--- config.mk ---
export PLATFORM = sky130hd
export DESIGN_NAME = elem_loop_seq
export DESIGN_NICKNAME = d
export VERILOG_FILES = /design/src/rtl/esq_pkg.sv /design/src/rtl/esq_rst_sync.sv /design/src/rtl/esq_lane_addr.sv /design/src/rtl/esq_ctrl.sv /design/src/rtl/elem_loop_seq.sv
export SDC_FILE = /design/constraint.sdc
export NUM_CORES = 1
export LEC_CHECK = 0
export ABC_AREA = 1
export BUFFER_PORTS_ARGS = -buffer_cell sky130_fd_sc_hd__buf_2
export CAP_MARGIN = 30
export CORE_MARGIN = 8
export CORE_UTILIZATION = 58
export DETAILED_ROUTE_END_ITERATION = 10
export PLACE_DENSITY = 0.92
export SETUP_SLACK_MARGIN = 0.05
export SYNTH_ARGS = -nofsm -noshare
export SYNTH_HDL_FRONTEND = slang
export SYNTH_HIERARCHICAL = 1
export SYNTH_SLANG_ARGS = --single-unit
--- constraint.sdc ---
create_clock -name clk -period 6.7 [get_ports clk]
set_input_delay 0 -clock clk [delete_from_list [all_inputs] [get_ports clk]]
set_output_delay 0 -clock clk [all_outputs]
set_load 0.005 [all_outputs]
--- src/rtl/esq_pkg.sv ---
package esq_pkg;
  localparam int REG_W  = 7;
  localparam int LANE_W = 3;

  typedef enum logic [1:0] {
    EW_D64 = 2'd0,
    EW_D32 = 2'd1,
    EW_D16 = 2'd2,
    EW_D8  = 2'd3
  } ew_e;

  typedef enum logic [1:0] {
    ST_IDLE = 2'd0,
    ST_RUN  = 2'd1,
    ST_DONE = 2'd2
  } st_e;

  // log2 of the element size in bytes
  function automatic logic [1:0] ew_shift(ew_e w);
    return 2'd3 - w;
  endfunction

  // low lane bits that must be zero for an aligned element
  function automatic logic [LANE_W-1:0] lane_mask(ew_e w);
    return LANE_W'((4'd1 << ew_shift(w)) - 4'd1);
  endfunction
endpackage

--- src/rtl/esq_rst_sync.sv ---
module esq_rst_sync (
  input  logic clk,
  input  logic rst_n_i,
  output logic rst_n_o
);
  logic meta_q, sync_q;

  always_ff @(posedge clk or negedge rst_n_i) begin
    if (!rst_n_i) begin
      meta_q <= 1'b0;
      sync_q <= 1'b0;
    end else begin
      meta_q <= 1'b1;
      sync_q <= meta_q;
    end
  end

  assign rst_n_o = sync_q;
endmodule

--- src/rtl/esq_lane_addr.sv ---
module esq_lane_addr
  import esq_pkg::*;
#(
  parameter int IDX_W = 9
) (
  input  logic [IDX_W-1:0]  idx_i,
  input  ew_e               ew_i,
  input  logic              is_vec_i,
  input  logic [REG_W-1:0]  base_i,
  output logic [REG_W-1:0]  reg_o,
  output logic [LANE_W-1:0] lane_o,
  output logic              ovf_o
);
  localparam int BT_W    = IDX_W + LANE_W;
  localparam int SUM_W   = ((IDX_W > REG_W) ? IDX_W : REG_W) + 1;
  localparam int MAX_REG = (1 << REG_W) - 1;

  logic [BT_W-1:0]  byte_off;
  logic [SUM_W-1:0] reg_sum;

  always_comb begin
    byte_off = {{LANE_W{1'b0}}, idx_i} << ew_shift(ew_i);
    reg_sum  = SUM_W'(base_i) + SUM_W'(byte_off[BT_W-1:LANE_W]);
    reg_o    = is_vec_i ? reg_sum[REG_W-1:0] : base_i;
    lane_o   = is_vec_i ? byte_off[LANE_W-1:0] : '0;
    ovf_o    = is_vec_i && (reg_sum > SUM_W'(MAX_REG));
  end
endmodule

--- src/rtl/esq_ctrl.sv ---
module esq_ctrl
  import esq_pkg::*;
#(
  parameter  int LEN_W = 7,
  localparam int IDX_W = LEN_W + 2
) (
  input  logic             clk,
  input  logic             rst_n,
  input  logic             start_i,
  input  logic [IDX_W-1:0] total_i,
  input  logic [1:0]       svl_m1_i,
  input  logic             ovf_i,
  input  logic             ready_i,
  output logic             accept_o,
  output logic             valid_o,
  output logic             busy_o,
  output logic             last_o,
  output logic             done_o,
  output logic             nop_o,
  output logic             err_o,
  output logic [IDX_W-1:0] idx_o,
  output logic [LEN_W-1:0] elem_o,
  output logic [1:0]       sub_o
);
  st_e              state_q, state_d;
  logic [IDX_W-1:0] idx_q, idx_d, total_q;
  logic [LEN_W-1:0] elem_q, elem_d;
  logic [1:0]       sub_q, sub_d, svl_m1_q;
  logic             nop_q, nop_d, err_q, err_d;
  logic             fire, cnt_en;

  assign accept_o = start_i && (state_q == ST_IDLE);
  assign valid_o  = (state_q == ST_RUN) && !ovf_i;
  assign busy_o   = (state_q == ST_RUN);
  assign last_o   = busy_o && (idx_q == (total_q - IDX_W'(1)));
  assign done_o   = (state_q == ST_DONE);
  assign nop_o    = done_o && nop_q;
  assign err_o    = done_o && err_q;
  assign idx_o    = idx_q;
  assign elem_o   = elem_q;
  assign sub_o    = sub_q;
  assign fire     = valid_o && ready_i;
  assign cnt_en   = accept_o || (fire && !last_o);

  always_comb begin
    state_d = state_q;
    idx_d   = idx_q;
    elem_d  = elem_q;
    sub_d   = sub_q;
    nop_d   = nop_q;
    err_d   = err_q;
    case (state_q)
      ST_IDLE: begin
        if (accept_o) begin
          idx_d   = '0;
          elem_d  = '0;
          sub_d   = '0;
          err_d   = 1'b0;
          nop_d   = (total_i == '0);
          state_d = (total_i == '0) ? ST_DONE : ST_RUN;
        end
      end
      ST_RUN: begin
        if (ovf_i) begin
          err_d   = 1'b1;
          state_d = ST_DONE;
        end else if (fire) begin
          if (last_o) begin
            state_d = ST_DONE;
          end else begin
            idx_d = idx_q + IDX_W'(1);
            if (sub_q == svl_m1_q) begin
              sub_d  = '0;
              elem_d = elem_q + LEN_W'(1);
            end else begin
              sub_d = sub_q + 2'd1;
            end
          end
        end
      end
      ST_DONE: state_d = ST_IDLE;
      default: state_d = ST_IDLE;
    endcase
  end

  always_ff @(posedge clk or negedge rst_n) begin
    if (!rst_n) begin
      state_q  <= ST_IDLE;
      idx_q    <= '0;
      elem_q   <= '0;
      sub_q    <= '0;
      total_q  <= '0;
      svl_m1_q <= '0;
      nop_q    <= 1'b0;
      err_q    <= 1'b0;
    end else begin
      state_q <= state_d;
      nop_q   <= nop_d;
      err_q   <= err_d;
      if (accept_o) begin
        total_q  <= total_i;
        svl_m1_q <= svl_m1_i;
      end
      if (cnt_en) begin
        idx_q  <= idx_d;
        elem_q <= elem_d;
        sub_q  <= sub_d;
      end
    end
  end
endmodule

--- src/rtl/elem_loop_seq.sv ---
module elem_loop_seq
  import esq_pkg::*;
#(
  parameter  int NOPS  = 3,
  parameter  int LEN_W = 7,
  localparam int IDX_W = LEN_W + 2
) (
  input  logic                    clk,
  input  logic                    rst_n,
  input  logic                    start,
  input  logic [LEN_W-1:0]        vl,
  input  logic [LEN_W-1:0]        maxvl,
  input  logic [1:0]              svl_m1,
  input  logic [1:0]              ew,
  input  logic [NOPS-1:0]         vec_sel,
  input  logic [NOPS*REG_W-1:0]   base_regs,
  output logic                    busy,
  output logic                    uop_valid,
  input  logic                    uop_ready,
  output logic [NOPS*REG_W-1:0]   uop_regs,
  output logic [NOPS*LANE_W-1:0]  uop_lanes,
  output logic [1:0]              uop_ew,
  output logic [LEN_W-1:0]        uop_elem,
  output logic [1:0]              uop_sub,
  output logic                    uop_last,
  output logic                    done,
  output logic                    nop,
  output logic                    err
);
  logic                  rst_sync_n;
  logic                  accept;
  logic [LEN_W-1:0]      len_clamp, len_eff;
  logic [2:0]            svl_cnt;
  logic [IDX_W-1:0]      total, idx;
  ew_e                   ew_q;
  logic [NOPS-1:0]       vec_q, ovf_vec;
  logic [NOPS*REG_W-1:0] base_q;

  esq_rst_sync u_rst_sync (
    .clk     (clk),
    .rst_n_i (rst_n),
    .rst_n_o (rst_sync_n)
  );

  // effective length: all-scalar forces one, otherwise clamp to ceiling
  always_comb begin
    len_clamp = (vl > maxvl) ? maxvl : vl;
    len_eff   = (|vec_sel) ? len_clamp : LEN_W'(1);
    svl_cnt   = {1'b0, svl_m1} + 3'd1;
    total     = IDX_W'(len_eff) * IDX_W'(svl_cnt);
  end

  always_ff @(posedge clk or negedge rst_sync_n) begin
    if (!rst_sync_n) begin
      ew_q   <= EW_D64;
      vec_q  <= '0;
      base_q <= '0;
    end else if (accept) begin
      ew_q   <= ew_e'(ew);
      vec_q  <= vec_sel;
      base_q <= base_regs;
    end
  end

  esq_ctrl #(.LEN_W(LEN_W)) u_ctrl (
    .clk      (clk),
    .rst_n    (rst_sync_n),
    .start_i  (start),
    .total_i  (total),
    .svl_m1_i (svl_m1),
    .ovf_i    (|ovf_vec),
    .ready_i  (uop_ready),
    .accept_o (accept),
    .valid_o  (uop_valid),
    .busy_o   (busy),
    .last_o   (uop_last),
    .done_o   (done),
    .nop_o    (nop),
    .err_o    (err),
    .idx_o    (idx),
    .elem_o   (uop_elem),
    .sub_o    (uop_sub)
  );

  for (genvar i = 0; i < NOPS; i++) begin : g_opnd
    esq_lane_addr #(.IDX_W(IDX_W)) u_addr (
      .idx_i    (idx),
      .ew_i     (ew_q),
      .is_vec_i (vec_q[i]),
      .base_i   (base_q[i*REG_W +: REG_W]),
      .reg_o    (uop_regs[i*REG_W +: REG_W]),
      .lane_o   (uop_lanes[i*LANE_W +: LANE_W]),
      .ovf_o    (ovf_vec[i])
    );
  end

  assign uop_ew = ew_q;
endmodule

==> run metrics <==
PwrDens 399 nW/um^2; RSZ-0062 raised after global routing no; syn_area_per_cell 6.97 um^2; initial antenna violation count 0; maximum capacitance violations 0; number of synthesized register bits 61; GRT Total Usage 21.8%; clk buf depth 2; largest net degree at the start of global routing 60; CTS clock-pin slew for the worst setup and hold paths 80 ps; drt pass-1 iters 5; Non-Filler Instances 1,134; DRC Markers 0; worst-skew pair later-pin latency 360 ps; GR Overflow Total 0; first-pass GRT wire length 26,300 um; post-route ant nets 0; Total Die Area 14,100 um^2; Post-Syn Area 6140 um^2; Final Cell Area 7180 um^2; DP HPWL 11,100 um; worst IR drop on VDD 0.238 mV; R2R depth 21; Worst EP arrival 4480 ps; Worst R2R Setup Slack 2460 ps; clock root buffer clkbuf_8; max_slew headroom 49.6%; Synth warnings 6; final worst setup slack 2460 ps; placed insts 1,087; Post-synth EDFFs 0; Final GP Congestion 0.853; Critical R2R Launch uop_ew[0]; most frequent CP cell nand2_1; Routed WL 15,300 um; post-synth cell types 47; clk sink count 61; worst-path fanout max 27; vias in the first global route 5,931; ys flop type dfrtp_1; Final Hold Viols 0; reg-to-reg critical path endpoint u_ctrl/idx_o[0]; fin nets 1,088; min cycle time layout 4240 ps; Cell Chain, Critical Path buf_4 -> o21ai_0 -> mux2i_1 -> ha_1 -> inv_1 -> fa_1 -> inv_1 -> nand3_1 -> nand2_2 -> nand4_1 -> nand3_1 -> nand3_1 -> nand2_1 -> inv_1 -> or3_1 -> nor2_1 -> nand2_1 -> nand2_1 -> nand2_4 -> nand2_1 -> o21ai_2; CP Capture Type register; worst hold path stage count 4; Async SR Flop Fraction 100%; Worst Setup Start Kind register; FMAX 236 MHz; setup_tns 0 ps; dpl ws 2580 ps; I/O Buffers 92; core footprint 10,300 um^2; Slew Viols, Final 0; die width 119 um; synthesis-to-finish area growth 16.8%; Worst Tran Pin Value 756 ps; Req. time, crit path 6940 ps; register area share after synthesis 24.8%; Mapped Cells 881; leak pwr 0.00396 uW; placed cell area 6640 um^2; Final Skew 12.4 ps; routed len/inst 13.5 um; Vert. Die Dim 119 um; Slowest cell on crit path dfrtp_1; TritonCTS clock tree yes; Initial Utilization 59.5%; syn nets 976; worst hold start start; total number of vias 6,124; Critical Path Max Stage Delay 650 ps; diode count 0; Hold Path End u_ctrl/state_q[1]; CTS buffer count 9; CTS H-tree depth 3; status finished clean; final cycle utilization of the critical path 63.3%; Via density 5.40; share of cells above drive strength 1 20.6%; I/O Pins 93; critical path class reg2reg; Detailed Route Iter0 Violations 436; row count 37; Gates resized, CTS repair 0; Hold Path Class in2reg; Setup violations, final 0
[state kept, by name, summed over array words and instances (netlist names)]
register and flops:
vec_q 3, u_ctrl/state_q 2, base_q 21, u_ctrl/svl_m1_q 2, u_rst_sync/meta_q 1, u_ctrl/idx_o 9
u_ctrl/sub_o 2, u_ctrl/err_q 1, u_ctrl/nop_q 1, u_ctrl/total_q 9, u_ctrl/elem_o 7, u_rst_sync/rst_n_o 1
uop_ew 2
[how the worst max path moves through the flow]
stage               cells past startpoint         endpoint  slack, ps  startpoint
floorplan                              22  u_ctrl/idx_o[8]       3160   uop_ew[0]
global placement                       21  u_ctrl/idx_o[8]       2760   uop_ew[0]
detailed placement                     21  u_ctrl/idx_o[0]       2580   uop_ew[0]
CTS                                    21  u_ctrl/idx_o[1]       2560   uop_ew[0]
global route                           21  u_ctrl/idx_o[3]       2100   uop_ew[0]
finish                                 21  u_ctrl/idx_o[0]       2460   uop_ew[0]
[worst max-delay path, delay by kind of cell (launching register included)]
kind	cells	cell delay [ps]
AND/OR/NAND/NOR	12	1880
flip-flops	1	650
buffers and inverters	4	610
adder cells (fa/ha/maj)	2	570
AO/OA/AOI/OAI	2	220
multiplexers	1	170
[layout by cell type (no fill, tap or decap), types with 3 or more instances in the layout]
cell type / n
and2_4: 3
mux2_2: 26
dfrtp_1: 60
nor2_1: 41
mux2i_1: 18
nor3b_1: 3
nand4_1: 25
dlygate4sd3_1: 31
o211ai_2: 3
buf_2: 92
o21ai_0: 46
xor2_1: 11
nand3_2: 5
inv_1: 129
nand2_2: 14
a21oi_2: 3
nand3_1: 66
xnor2_1: 12
nor3_1: 9
clkinv_2: 4
nand2_1: 248
clkbuf_8: 9
fa_1: 9
nand2_4: 3
or2_2: 7
nor2_2: 6
a21oi_1: 21
buf_4: 4
o21ai_2: 11
inv_2: 6
ha_1: 40
or2_1: 3
o21ai_1: 9
[Yosys cell counts (12+ instances only)]
master | count | share of area, %
a21oi_1 | 21 | 1.7
buf_2 | 13 | 1.1
dfrtp_1 | 61 | 25
ha_1 | 40 | 8.1
inv_1 | 129 | 7.9
mux2_2 | 26 | 4.8
mux2i_1 | 18 | 2.9
nand2_1 | 248 | 15
nand2_2 | 14 | 1.4
nand3_1 | 66 | 5.4
nand4_1 | 25 | 2.5
nor2_1 | 42 | 2.6
o21ai_0 | 46 | 3.7
xnor2_1 | 12 | 1.7
[layer usage]
| layer | GRT usage [%] | wire length, um | vias to the layer above |
|---|---|---|---|
| met5 | 0 | 0 | - |
| li1 | - | - | 3057 |
| met3 | 3.68 | 760 | 39 |
| met1 | 24.7 | 6480 | 2853 |
| met4 | 9.88 | 420 | 0 |
| met2 | 39.2 | 7640 | 175 |
[kinds of logic (layout without fill, tap and decap cells)]
logic type                 Yosys count  after routing  synth area share [%]
xor gates and xnor gates            23             23                  3.28
other                                1              1                0.0610
DFF                                 61             61                  24.8
and+or+nand+nor                    439            439                  32.1
AOI/OAI and AO/OA                   98             98                  9.51
buffers and inverters              166            283                  11.4
muxes                               44             44                  7.70
adders and majority gates           49             49                  11.1
[cell type report]
type,instances,area [um^2]
repair buffers,127,801
clock buffers,9,124
inverters,140,532
multi-input cells,654,3920
well taps,136,170
fillers,844,3150
flip-flops and latches,61,1530
clock inverters,7,98.8
[through the flow]
step,hold WS [ps],total power [uW],util (%)
after floorplan,-296,2010,-
after CTS,112,2840,69.5
after global routing,167,3130,69.5
final,125,2860,69.5
after detailed placement,-212,2430,64.4
after global placement,-214,2370,64.4
[timing repair]
| action | 4_1_cts | 5_1_grt |
|---|---|---|
| setup buffers | 0 | 0 |
| endpoints found under the hold margin | 32 | 0 |
| endpoints found under the setup margin | 0 | 0 |
| hold buffers | 31 | 0 |
[power breakdown]
| part | total [uW] | internal [uW] | switching, uW |
|---|---|---|---|
| logic | 1810 | 722 | 1090 |
| clock network | 380 | 211 | 169 |
| registers | 670 | 505 | 164 |
(Power assumes the default switching activity.)
